$ cat config.mk
export PLATFORM = sky130hd
export DESIGN_NAME = history_buffer
export DESIGN_NICKNAME = d
export VERILOG_FILES = /design/src/rtl/hb_pkg.sv /design/src/rtl/hb_regfile.sv /design/src/rtl/hb_entries.sv /design/src/rtl/hb_ctrl.sv /design/src/rtl/history_buffer.sv
export SDC_FILE = /design/constraint.sdc
export NUM_CORES = 2
export LEC_CHECK = 0
export BUFFER_PORTS_ARGS = -buffer_cell sky130_fd_sc_hd__buf_2
export CAP_MARGIN = 10
export CORE_MARGIN = 5
export CORE_UTILIZATION = 45
export DETAILED_ROUTE_END_ITERATION = 6
export GPL_TIMING_DRIVEN = 0
export PLACE_DENSITY = 0.72
export RECOVER_POWER = 100
export SLEW_MARGIN = 20
export SYNTH_ARGS = -nofsm -noshare
export SYNTH_HDL_FRONTEND = slang
export SYNTH_SLANG_ARGS = --single-unit
export TNS_END_PERCENT = 5
$ cat constraint.sdc
create_clock -name clk_i -period 3.59 [get_ports clk_i]
set_clock_uncertainty 0.1 [all_clocks]
set_input_delay 0.359 -clock clk_i [delete_from_list [all_inputs] [get_ports clk_i]]
set_output_delay 0.359 -clock clk_i [all_outputs]
set_load 0.005 [all_outputs]
$ cat src/rtl/hb_pkg.sv
package hb_pkg;
  typedef enum logic [1:0] {
    HB_IDLE = 2'd0,
    HB_ROLL = 2'd1,
    HB_DONE = 2'd2
  } hb_state_e;
endpackage

$ cat src/rtl/hb_regfile.sv
module hb_regfile #(
  parameter int NREGS  = 16,
  parameter int DATA_W = 32,
  localparam int REG_W = (NREGS > 1) ? $clog2(NREGS) : 1
) (
  input  logic              clk_i,
  input  logic              rst_ni,
  input  logic [REG_W-1:0]  rd_addr_i,
  output logic [DATA_W-1:0] rd_data_o,
  input  logic [REG_W-1:0]  old_addr_i,
  output logic [DATA_W-1:0] old_data_o,
  input  logic              wr_en_i,
  input  logic [REG_W-1:0]  wr_addr_i,
  input  logic [DATA_W-1:0] wr_data_i
);
  logic [DATA_W-1:0] regs_q [NREGS];

  for (genvar r = 0; r < NREGS; r++) begin : g_reg
    always_ff @(posedge clk_i or negedge rst_ni) begin
      if (!rst_ni) begin
        regs_q[r] <= '0;
      end else if (wr_en_i && (wr_addr_i == REG_W'(r))) begin
        regs_q[r] <= wr_data_i;
      end
    end
  end

  assign rd_data_o  = regs_q[rd_addr_i];
  assign old_data_o = regs_q[old_addr_i];
endmodule

$ cat src/rtl/hb_entries.sv
module hb_entries #(
  parameter int DEPTH  = 8,
  parameter int REG_W  = 4,
  parameter int DATA_W = 32,
  localparam int PTR_W = (DEPTH > 1) ? $clog2(DEPTH) : 1
) (
  input  logic                           clk_i,
  input  logic                           rst_ni,
  input  logic                           alloc_en_i,
  input  logic [PTR_W-1:0]               alloc_idx_i,
  input  logic [REG_W-1:0]               alloc_dest_i,
  input  logic                           cmpl_en_i,
  input  logic [PTR_W-1:0]               cmpl_idx_i,
  input  logic                           cmpl_exc_i,
  input  logic [DATA_W-1:0]              cmpl_old_i,
  input  logic                           retire_en_i,
  input  logic [PTR_W-1:0]               retire_idx_i,
  input  logic                           clear_i,
  output logic [DEPTH-1:0]               valid_o,
  output logic [DEPTH-1:0]               done_o,
  output logic [DEPTH-1:0]               exc_o,
  output logic [DEPTH-1:0][REG_W-1:0]    dest_o,
  output logic [DEPTH-1:0][DATA_W-1:0]   old_o
);
  for (genvar e = 0; e < DEPTH; e++) begin : g_ent
    logic hit_alloc, hit_cmpl, hit_retire;
    assign hit_alloc  = alloc_en_i  && (alloc_idx_i  == PTR_W'(e));
    assign hit_cmpl   = cmpl_en_i   && (cmpl_idx_i   == PTR_W'(e));
    assign hit_retire = retire_en_i && (retire_idx_i == PTR_W'(e));

    always_ff @(posedge clk_i or negedge rst_ni) begin
      if (!rst_ni) begin
        valid_o[e] <= 1'b0;
        done_o[e]  <= 1'b0;
        exc_o[e]   <= 1'b0;
        dest_o[e]  <= '0;
        old_o[e]   <= '0;
      end else if (clear_i) begin
        valid_o[e] <= 1'b0;
        done_o[e]  <= 1'b0;
      end else begin
        if (hit_alloc) begin
          valid_o[e] <= 1'b1;
          done_o[e]  <= 1'b0;
          exc_o[e]   <= 1'b0;
          dest_o[e]  <= alloc_dest_i;
        end
        if (hit_cmpl) begin
          done_o[e] <= 1'b1;
          exc_o[e]  <= cmpl_exc_i;
          old_o[e]  <= cmpl_old_i;
        end
        if (hit_retire) begin
          valid_o[e] <= 1'b0;
        end
      end
    end
  end
endmodule

$ cat src/rtl/hb_ctrl.sv
module hb_ctrl
  import hb_pkg::*;
#(
  parameter int DEPTH = 8,
  localparam int PTR_W = (DEPTH > 1) ? $clog2(DEPTH) : 1,
  localparam int CNT_W = $clog2(DEPTH + 1)
) (
  input  logic             clk_i,
  input  logic             rst_ni,
  input  logic             alloc_valid_i,
  input  logic             head_valid_i,
  input  logic             head_done_i,
  input  logic             head_exc_i,
  output logic             alloc_en_o,
  output logic             alloc_ready_o,
  output logic [PTR_W-1:0] tail_o,
  output logic [PTR_W-1:0] head_o,
  output logic [PTR_W-1:0] walk_o,
  output logic             retire_o,
  output logic             idle_o,
  output logic             rolling_o,
  output logic             clear_o
);
  hb_state_e        state_q;
  logic [PTR_W-1:0] head_q, tail_q, walk_q;
  logic [CNT_W-1:0] cnt_q;
  logic             full, head_ready, start_rb;

  function automatic logic [PTR_W-1:0] ptr_inc(input logic [PTR_W-1:0] p);
    return (p == PTR_W'(DEPTH - 1)) ? '0 : p + 1'b1;
  endfunction

  function automatic logic [PTR_W-1:0] ptr_dec(input logic [PTR_W-1:0] p);
    return (p == '0) ? PTR_W'(DEPTH - 1) : p - 1'b1;
  endfunction

  assign idle_o     = (state_q == HB_IDLE);
  assign rolling_o  = (state_q == HB_ROLL);
  assign clear_o    = (state_q == HB_DONE);
  assign full       = (cnt_q == CNT_W'(DEPTH));
  assign head_ready = idle_o && head_valid_i && head_done_i;
  assign retire_o   = head_ready && !head_exc_i;
  assign start_rb   = head_ready && head_exc_i;
  // younger allocations are refused once the rollback is decided
  assign alloc_ready_o = idle_o && !full && !start_rb;
  assign alloc_en_o    = alloc_valid_i && alloc_ready_o;
  assign tail_o = tail_q;
  assign head_o = head_q;
  assign walk_o = walk_q;

  always_ff @(posedge clk_i or negedge rst_ni) begin
    if (!rst_ni) begin
      state_q <= HB_IDLE;
      head_q  <= '0;
      tail_q  <= '0;
      walk_q  <= '0;
      cnt_q   <= '0;
    end else begin
      unique case (state_q)
        HB_IDLE: begin
          if (alloc_en_o) tail_q <= ptr_inc(tail_q);
          if (retire_o)   head_q <= ptr_inc(head_q);
          cnt_q <= cnt_q + CNT_W'(alloc_en_o) - CNT_W'(retire_o);
          if (start_rb) begin
            state_q <= HB_ROLL;
            walk_q  <= ptr_dec(tail_q);
          end
        end
        HB_ROLL: begin
          if (walk_q == head_q) state_q <= HB_DONE;
          else                  walk_q  <= ptr_dec(walk_q);
        end
        HB_DONE: begin
          state_q <= HB_IDLE;
          head_q  <= '0;
          tail_q  <= '0;
          cnt_q   <= '0;
        end
        default: state_q <= HB_IDLE;
      endcase
    end
  end
endmodule

$ cat src/rtl/history_buffer.sv
module history_buffer #(
  parameter int DEPTH  = 8,
  parameter int NREGS  = 16,
  parameter int DATA_W = 32,
  localparam int PTR_W = (DEPTH > 1) ? $clog2(DEPTH) : 1,
  localparam int REG_W = (NREGS > 1) ? $clog2(NREGS) : 1
) (
  input  logic              clk_i,
  input  logic              rst_ni,
  input  logic              alloc_valid_i,
  input  logic [REG_W-1:0]  alloc_dest_i,
  output logic              alloc_ready_o,
  output logic [PTR_W-1:0]  alloc_tag_o,
  input  logic              cmpl_valid_i,
  input  logic [PTR_W-1:0]  cmpl_tag_i,
  input  logic [DATA_W-1:0] cmpl_data_i,
  input  logic              cmpl_exc_i,
  input  logic [REG_W-1:0]  rd_addr_i,
  output logic [DATA_W-1:0] rd_data_o,
  output logic              retire_o,
  output logic              rollback_busy_o,
  output logic              rollback_done_o
);
  logic [DEPTH-1:0]             ent_valid, ent_done, ent_exc;
  logic [DEPTH-1:0][REG_W-1:0]  ent_dest;
  logic [DEPTH-1:0][DATA_W-1:0] ent_old;
  logic [PTR_W-1:0]             tail, head, walk;
  logic                         alloc_en, idle, rolling, clear;
  logic                         cmpl_acc, restore_en;
  logic [REG_W-1:0]             cmpl_dest, wr_addr;
  logic [DATA_W-1:0]            old_val, wr_data;

  hb_ctrl #(.DEPTH(DEPTH)) ctrl_i (
    .clk_i         (clk_i),
    .rst_ni        (rst_ni),
    .alloc_valid_i (alloc_valid_i),
    .head_valid_i  (ent_valid[head]),
    .head_done_i   (ent_done[head]),
    .head_exc_i    (ent_exc[head]),
    .alloc_en_o    (alloc_en),
    .alloc_ready_o (alloc_ready_o),
    .tail_o        (tail),
    .head_o        (head),
    .walk_o        (walk),
    .retire_o      (retire_o),
    .idle_o        (idle),
    .rolling_o     (rolling),
    .clear_o       (clear)
  );

  assign cmpl_dest  = ent_dest[cmpl_tag_i];
  assign cmpl_acc   = cmpl_valid_i && idle && ent_valid[cmpl_tag_i] && !ent_done[cmpl_tag_i];
  assign restore_en = rolling && ent_valid[walk] && ent_done[walk];
  assign wr_addr    = restore_en ? ent_dest[walk] : cmpl_dest;
  assign wr_data    = restore_en ? ent_old[walk]  : cmpl_data_i;

  hb_entries #(.DEPTH(DEPTH), .REG_W(REG_W), .DATA_W(DATA_W)) ents_i (
    .clk_i        (clk_i),
    .rst_ni       (rst_ni),
    .alloc_en_i   (alloc_en),
    .alloc_idx_i  (tail),
    .alloc_dest_i (alloc_dest_i),
    .cmpl_en_i    (cmpl_acc),
    .cmpl_idx_i   (cmpl_tag_i),
    .cmpl_exc_i   (cmpl_exc_i),
    .cmpl_old_i   (old_val),
    .retire_en_i  (retire_o),
    .retire_idx_i (head),
    .clear_i      (clear),
    .valid_o      (ent_valid),
    .done_o       (ent_done),
    .exc_o        (ent_exc),
    .dest_o       (ent_dest),
    .old_o        (ent_old)
  );

  hb_regfile #(.NREGS(NREGS), .DATA_W(DATA_W)) rf_i (
    .clk_i      (clk_i),
    .rst_ni     (rst_ni),
    .rd_addr_i  (rd_addr_i),
    .rd_data_o  (rd_data_o),
    .old_addr_i (cmpl_dest),
    .old_data_o (old_val),
    .wr_en_i    (restore_en || cmpl_acc),
    .wr_addr_i  (wr_addr),
    .wr_data_i  (wr_data)
  );

  assign alloc_tag_o     = tail;
  assign rollback_busy_o = rolling;
  assign rollback_done_o = clear;
endmodule

### Word-level counts from Yosys, hierarchy flattened

Cells that the tools add are included.

* input port bits: 48
* flip-flop bits (word level): 839
* logic and storage cells: 336
* output and inout bits: 39

* add/subtract/negate cells: 6
* reductions and logical operators: 117
* $lt $le $gt $ge: 5
* bitwise logic cells: 3
* muxes and demuxes: 99
* equal/unequal tests: 45

Operators by type and width (count)
* $bmux 32 s4: 2
* $mux 32: 6
* $bmux 32 s3: 1
* $mux 1: 63
* $reduce_and 2->1: 27
* $logic_and 1x1->1: 52
* $reduce_bool 3->1: 16
* $eq 3x3->1 const B: 12
* $eq 4x4->1 const B: 9
* $bmux 4 s3: 2
* $mux 3: 8
* $bmux 1 s3: 7
* $reduce_bool 2->1: 10
* $eq 3x2->1 const B: 6
* $pmux 3 s2: 3
* $eq 4x3->1 const B: 4
* $logic_not 3->1: 4
* $lt 3x4->1 const B: 3
* $mux 4: 3
* $ge 5x5->1 const B: 2
* $not 4->5: 2
* $eq 3x1->1 const B: 3
* $eq 4x2->1 const B: 2
* $pmux 4 s2: 1
* 18 further kinds: 27

### Longest topological paths before layout

* depth in word-level cells: 12
* mapped depth: 14
* mapped depth without buffers: 12

### By module

A second synthesis with hierarchy kept.

* cells, all modules: 2727
* area, all modules: 42762.3 um2

By module, submodules not included
* hb_regfile: times used 1, area an instance 26454.1 um2, cells each 1676
* hb_entries: times used 1, area an instance 12072.8 um2, cells each 726
* history_buffer: times used 1, area an instance 3206.8 um2, cells each 224
* hb_ctrl: times used 1, area an instance 1028.5 um2, cells each 101

### Least setup slack after synthesis

Ideal clock, no wire load.

* path kind: reg2reg
* start: register ctrl_i.head_q[0], in the netlist ctrl_i.head_o[0]
* end: register ctrl_i.cnt_q[2]
* data arrival time: 3181 ps
* setup time: 121 ps
* clock period less this slack: 3402 ps
* cell stages (with the launch flop): 13
* setup slack: 188 ps
* required time: 3369 ps
* path through: dfrtp_1 -> buf_2 -> mux4_2 -> mux2i_1 -> o211a_1 -> clkbuf_1 -> inv_1 -> ha_1 -> inv_1 -> ha_1 -> fa_1 -> xor2_1 -> a22o_1

* word-level cells in the longest chain between the ends: 11

Ends and longest elaborated chain
* from (decl): line hb_ctrl.sv:25 `logic [PTR_W-1:0] head_q, tail_q, walk_q;`
* from (signal assigned): line hb_ctrl.sv:62 `if (retire_o) head_q <= ptr_inc(head_q);`
* $bmux 1 s3: line history_buffer.sv:37 `.head_valid_i (ent_valid[head]),`
* $mux 1 (not written as such): line history_buffer.sv:37
* $logic_and 1x1->1 (2 in series): line hb_ctrl.sv:41 `assign head_ready = idle_o && head_valid_i && head_done_i;`
* $logic_and 1x1->1: line hb_ctrl.sv:43 `assign start_rb = head_ready && head_exc_i;`
* $logic_not 1->1: line hb_ctrl.sv:45 `assign alloc_ready_o = idle_o && !full && !start_rb;`
* $logic_and 1x1->1: line hb_ctrl.sv:45
* $logic_and 1x1->1: line hb_ctrl.sv:46 `assign alloc_en_o = alloc_valid_i && alloc_ready_o;`
* $add 4x1->4: line hb_ctrl.sv:63 `cnt_q <= cnt_q + CNT_W'(alloc_en_o) - CNT_W'(retire_o);`
* $sub 4x1->4 *: line hb_ctrl.sv:63
* $pmux 4 s2 *: line hb_ctrl.sv:59 `unique case (state_q)`
* to (signal assigned): line hb_ctrl.sv:63
* to (decl): line hb_ctrl.sv:26 `logic [CNT_W-1:0] cnt_q;`

Every way passes the cells marked *; elsewhere a longest branch is shown, timed or not. The select of a mux whose other input is x is not followed.
A chain may end at the register's enable or synchronous reset.

### Worst setup path after layout

* start: register ents_i.dest_o[29] (netlist bit)
* end: register rf_i.regs_q[138] (netlist bit)

* word-level cells in the longest chain between the ends: 5

Ends and longest elaborated chain
* from (decl): line hb_entries.sv:22 `output logic [DEPTH-1:0][REG_W-1:0] dest_o,`
* from (signal, indexed assignment): line hb_entries.sv:46 `dest_o[e] <= alloc_dest_i;`
* $bmux 4 s3, on equally long branches: line history_buffer.sv:51, history_buffer.sv:54
* $mux 4, on equally long branches: line history_buffer.sv:51, history_buffer.sv:54
* $mux 4 *: line history_buffer.sv:54 `assign wr_addr = restore_en ? ent_dest[walk] : cmpl_dest;`
* $eq 4x4->1 *: line hb_regfile.sv:22 `end else if (wr_en_i && (wr_addr_i == REG_W'(r))) begin`
* $logic_and 1x1->1 *: line hb_regfile.sv:22
* to (signal, indexed assignment): line hb_regfile.sv:23 `regs_q[r] <= wr_data_i;`
* to (decl): line hb_regfile.sv:16 `logic [DATA_W-1:0] regs_q [NREGS];`

Marked as above.

==> metrics <==
IO Count 87; ys flop type dfrtp_1; post-synthesis cell area 43,490 um2; Pre-antenna DRT Iters 6; WL final 140.8 mm; remaining antenna violation count 0; CTS tree built; commonest cells after routing, fill and taps aside dfrtp_1, mux2_2, nor2_1; delay of the slowest cell on the worst path 880 ps; ratio of cells with drive above 1 in the final layout 32.81%; WL per Instance about 29 um; Netlist cell types 69; final setup violation count 423; Worst slew margin -21.34%; routed vias 31.25k; most common library cell in the layout ignoring fill and taps dfrtp_1; DRT met1 WL 53.62 mm; # nets final approximately 3.5k; final total power 0.04726 W; crit path time final roughly 3800 ps; Fmax around 260 MHz; TritonCTS Sinks 839; Switching Power around 0.019 W; worst setup margin -208.7 ps; floorplan core area 96,280 um2; CP Cell Sequence mux4_2 -> mux2i_1 -> nor2_1 -> mux2_2 -> o21ai_1 -> clkbuf_4 -> mux2_1; Worst Tran Pin Value 1820 ps; top sig layer met4; register area share after synthesis 48.27%; post-synthesis cell count about 3.3k; Fillers 8,243; gpl congestion 0.9738; DP Worst Slack -867.6 ps; Die Y-Extent 320.9 um; YS warnings 0; clock share of power around a fifth; Initial Util 45.17%; #FFs+latches synth ~840; Net Sw Frac 39.39%; die area roughly 100,000 um2; clock-pin transition on the worst setup and hold timing paths 60 ps; Power Internal 0.02864 W; data arrival time of the critical path about 4200 ps; Fin. Hold Viols 0; area growth from synthesis to layout 13.49%; Slew Viols, Final about 130; vias in the first global route 31.76k; CTS Root Cell clkbuf_16; outcome complete, but fails checks; GRT Util Overall around 27%; VDD IR max around 0.00046 V; Row Count about 110; Worst path slowest cell mux2i_1; largest net degree at the start of global routing around 130; critical path fanouts, max 10; Final period util 105.8%; Clock Latency Late Sink 680 ps; Mapped Nets 3,329; CP Class flip-flop to flip-flop; DRC 0; first-pass GRT wire length 208.4 mm; Worst Setup End Kind flip-flop; WL met3 15.19 mm; worst-case clock buffer depth 3; RSZ-0062 raised after global routing yes; Synth async-reset ratio 100.0%; Die Width 320.9 um; DR vias/cell approximately 6.5; DP HPWL 99.34 mm; Mapped Avg Cell Area ~13 um2; initial DRC count between 3k and 4k; H-tree levels 3; Reg power frac 34.7%; Post-synth EDFFs 0; CTS Buf Count between 90 and 100; met2 WL 64.78 mm; Port-buffer cells 80; required time worst endpoint between 4000 and 5000 ps; failing checks max-capacitance violations, max-slew violations, negative setup slack; P_leak roughly 21 nW; total grt overflow 0; PwrDens 957.4 nW/um2; crit start category flip-flop; antenna violations before repair 0; Max Cap Violations 1; Comb power frac between 40% and 50%; Hold Crit Class input pin to asynchronous set/reset pin
==> power by group through the flow <==
stage	logic [W]	clock network (W)	registers, W
global placement	0.0193	0	0.0162
finish	0.0209	0.00991	0.0164
CTS	0.0202	0.00995	0.0163
floorplan	0.0141	0	0.0154
detailed placement	0.0198	0	0.0164
global route	0.0221	0.0104	0.0168
==> stage by stage <==
| stage | utilization [%] | hold slack (ps) | std cells | TNS [ps] | cell area [um2] |
|---|---|---|---|---|---|
| floorplan | - | -36.59 | 3260 | 0 | 43490 |
| global placement | 47.25 | 386.5 | 4616 | - | 45490 |
| detailed placement | 47.52 | 197.0 | 4625 | -327760 | 45750 |
| CTS | 51.09 | 106.5 | 4796 | -9405 | 49190 |
| global route | 51.26 | 131.5 | 4796 | -56100 | 49350 |
| finish | 51.27 | 95.66 | 4801 | -37030 | 49360 |
==> cells by family after synthesis <==
logic type	after synthesis	share of synthesized area, %
muxes	1013	33.89
DFF	839	48.27
and+or+nand+nor	646	6.314
AOI/OAI and AO/OA	434	7.684
buffers and inverters	302	3.118
adders and majority gates	21	0.6214
xor gates and xnor gates	5	0.1007
==> state kept, by name, indices dropped and copies added, names as in the netlist <==
name            cells
ctrl_i.cnt_q        4
ctrl_i.head_o       3
ctrl_i.state_q      2
ctrl_i.tail_o       3
ctrl_i.walk_o       3
ents_i.dest_o      32
ents_i.done_o       8
ents_i.exc_o        8
ents_i.old_o      256
ents_i.valid_o      8
rf_i.regs_q       512
==> critical path, delay by kind of cell, from the launching register on <==
kind                   cells  cell delay (ps)
AND/OR/NAND/NOR            1              110
AO/OA/AOI/OAI              1              450
multiplexers               4             2180
flip-flops                 1              390
buffers and inverters      1              450
==> path summary, 6_finish.rpt <==
check                                   from                to  slack [ps]  cells after the start
max                        ents_i.dest_o[29]  rf_i.regs_q[138]        -210                      7
min                                   rst_ni  ents_i.old_o[59]         100                      2
max reg2reg                ents_i.dest_o[29]  rf_i.regs_q[138]        -210                      7
min reg2reg                 rf_i.regs_q[434]  rf_i.regs_q[434]         410                      1
max in group asynchronous             rst_ni  rf_i.regs_q[291]         470                      5
min in group clk_i             cmpl_tag_i[0]  ents_i.done_o[6]         100                      4
==> final cells by class <==
| class | count | area, um2 | share of cell area, % |
|---|---|---|---|
| flip-flops and latches | 839 | 21000 | 42.53 |
| clock inverters | 36 | 446.7 | 0.9049 |
| well taps | 1276 | 1597 | 3.234 |
| plain buffers | 282 | 1459 | 2.955 |
| clock buffers | 129 | 2663 | 5.394 |
| inverters | 20 | 77.57 | 0.1572 |
| multi-input cells | 2119 | 21510 | 43.57 |
| repair buffers | 95 | 606.8 | 1.229 |
| diodes | 5 | 12.51 | 0.02535 |
==> timing repair <==
item | in CTS | in global routing
hold buffers | 6 | 0
setup endpoints to repair | 790 | 645
setup buffers | 0 | 0
gates resized for setup | 88 | 56
endpoints found under the hold margin | 179 | 0
pin swaps | 0 | 1
==> synth_stat cells (24+ instances only) <==
cell type | number | share of area [%]
mux2i_1 | 146 | 3.4
a21oi_1 | 48 | 0.55
clkbuf_1 | 152 | 1.3
nand2_1 | 181 | 1.6
buf_2 | 82 | 0.94
mux2_1 | 191 | 4.9
a31oi_1 | 205 | 2.9
nand3_1 | 75 | 0.86
mux2_2 | 363 | 9.4
buf_1 | 24 | 0.21
mux4_2 | 311 | 16
a41oi_1 | 49 | 0.99
dfrtp_1 | 839 | 48
nor2_1 | 314 | 2.7
==> routing by layer <==
metal	track usage, %	vias up
met4	12.33	0
li1	-	12761
met1	35.67	16309
met2	41.87	1762
met3	7.689	420
met5	0	-
Power figures use the tool's default switching activity.
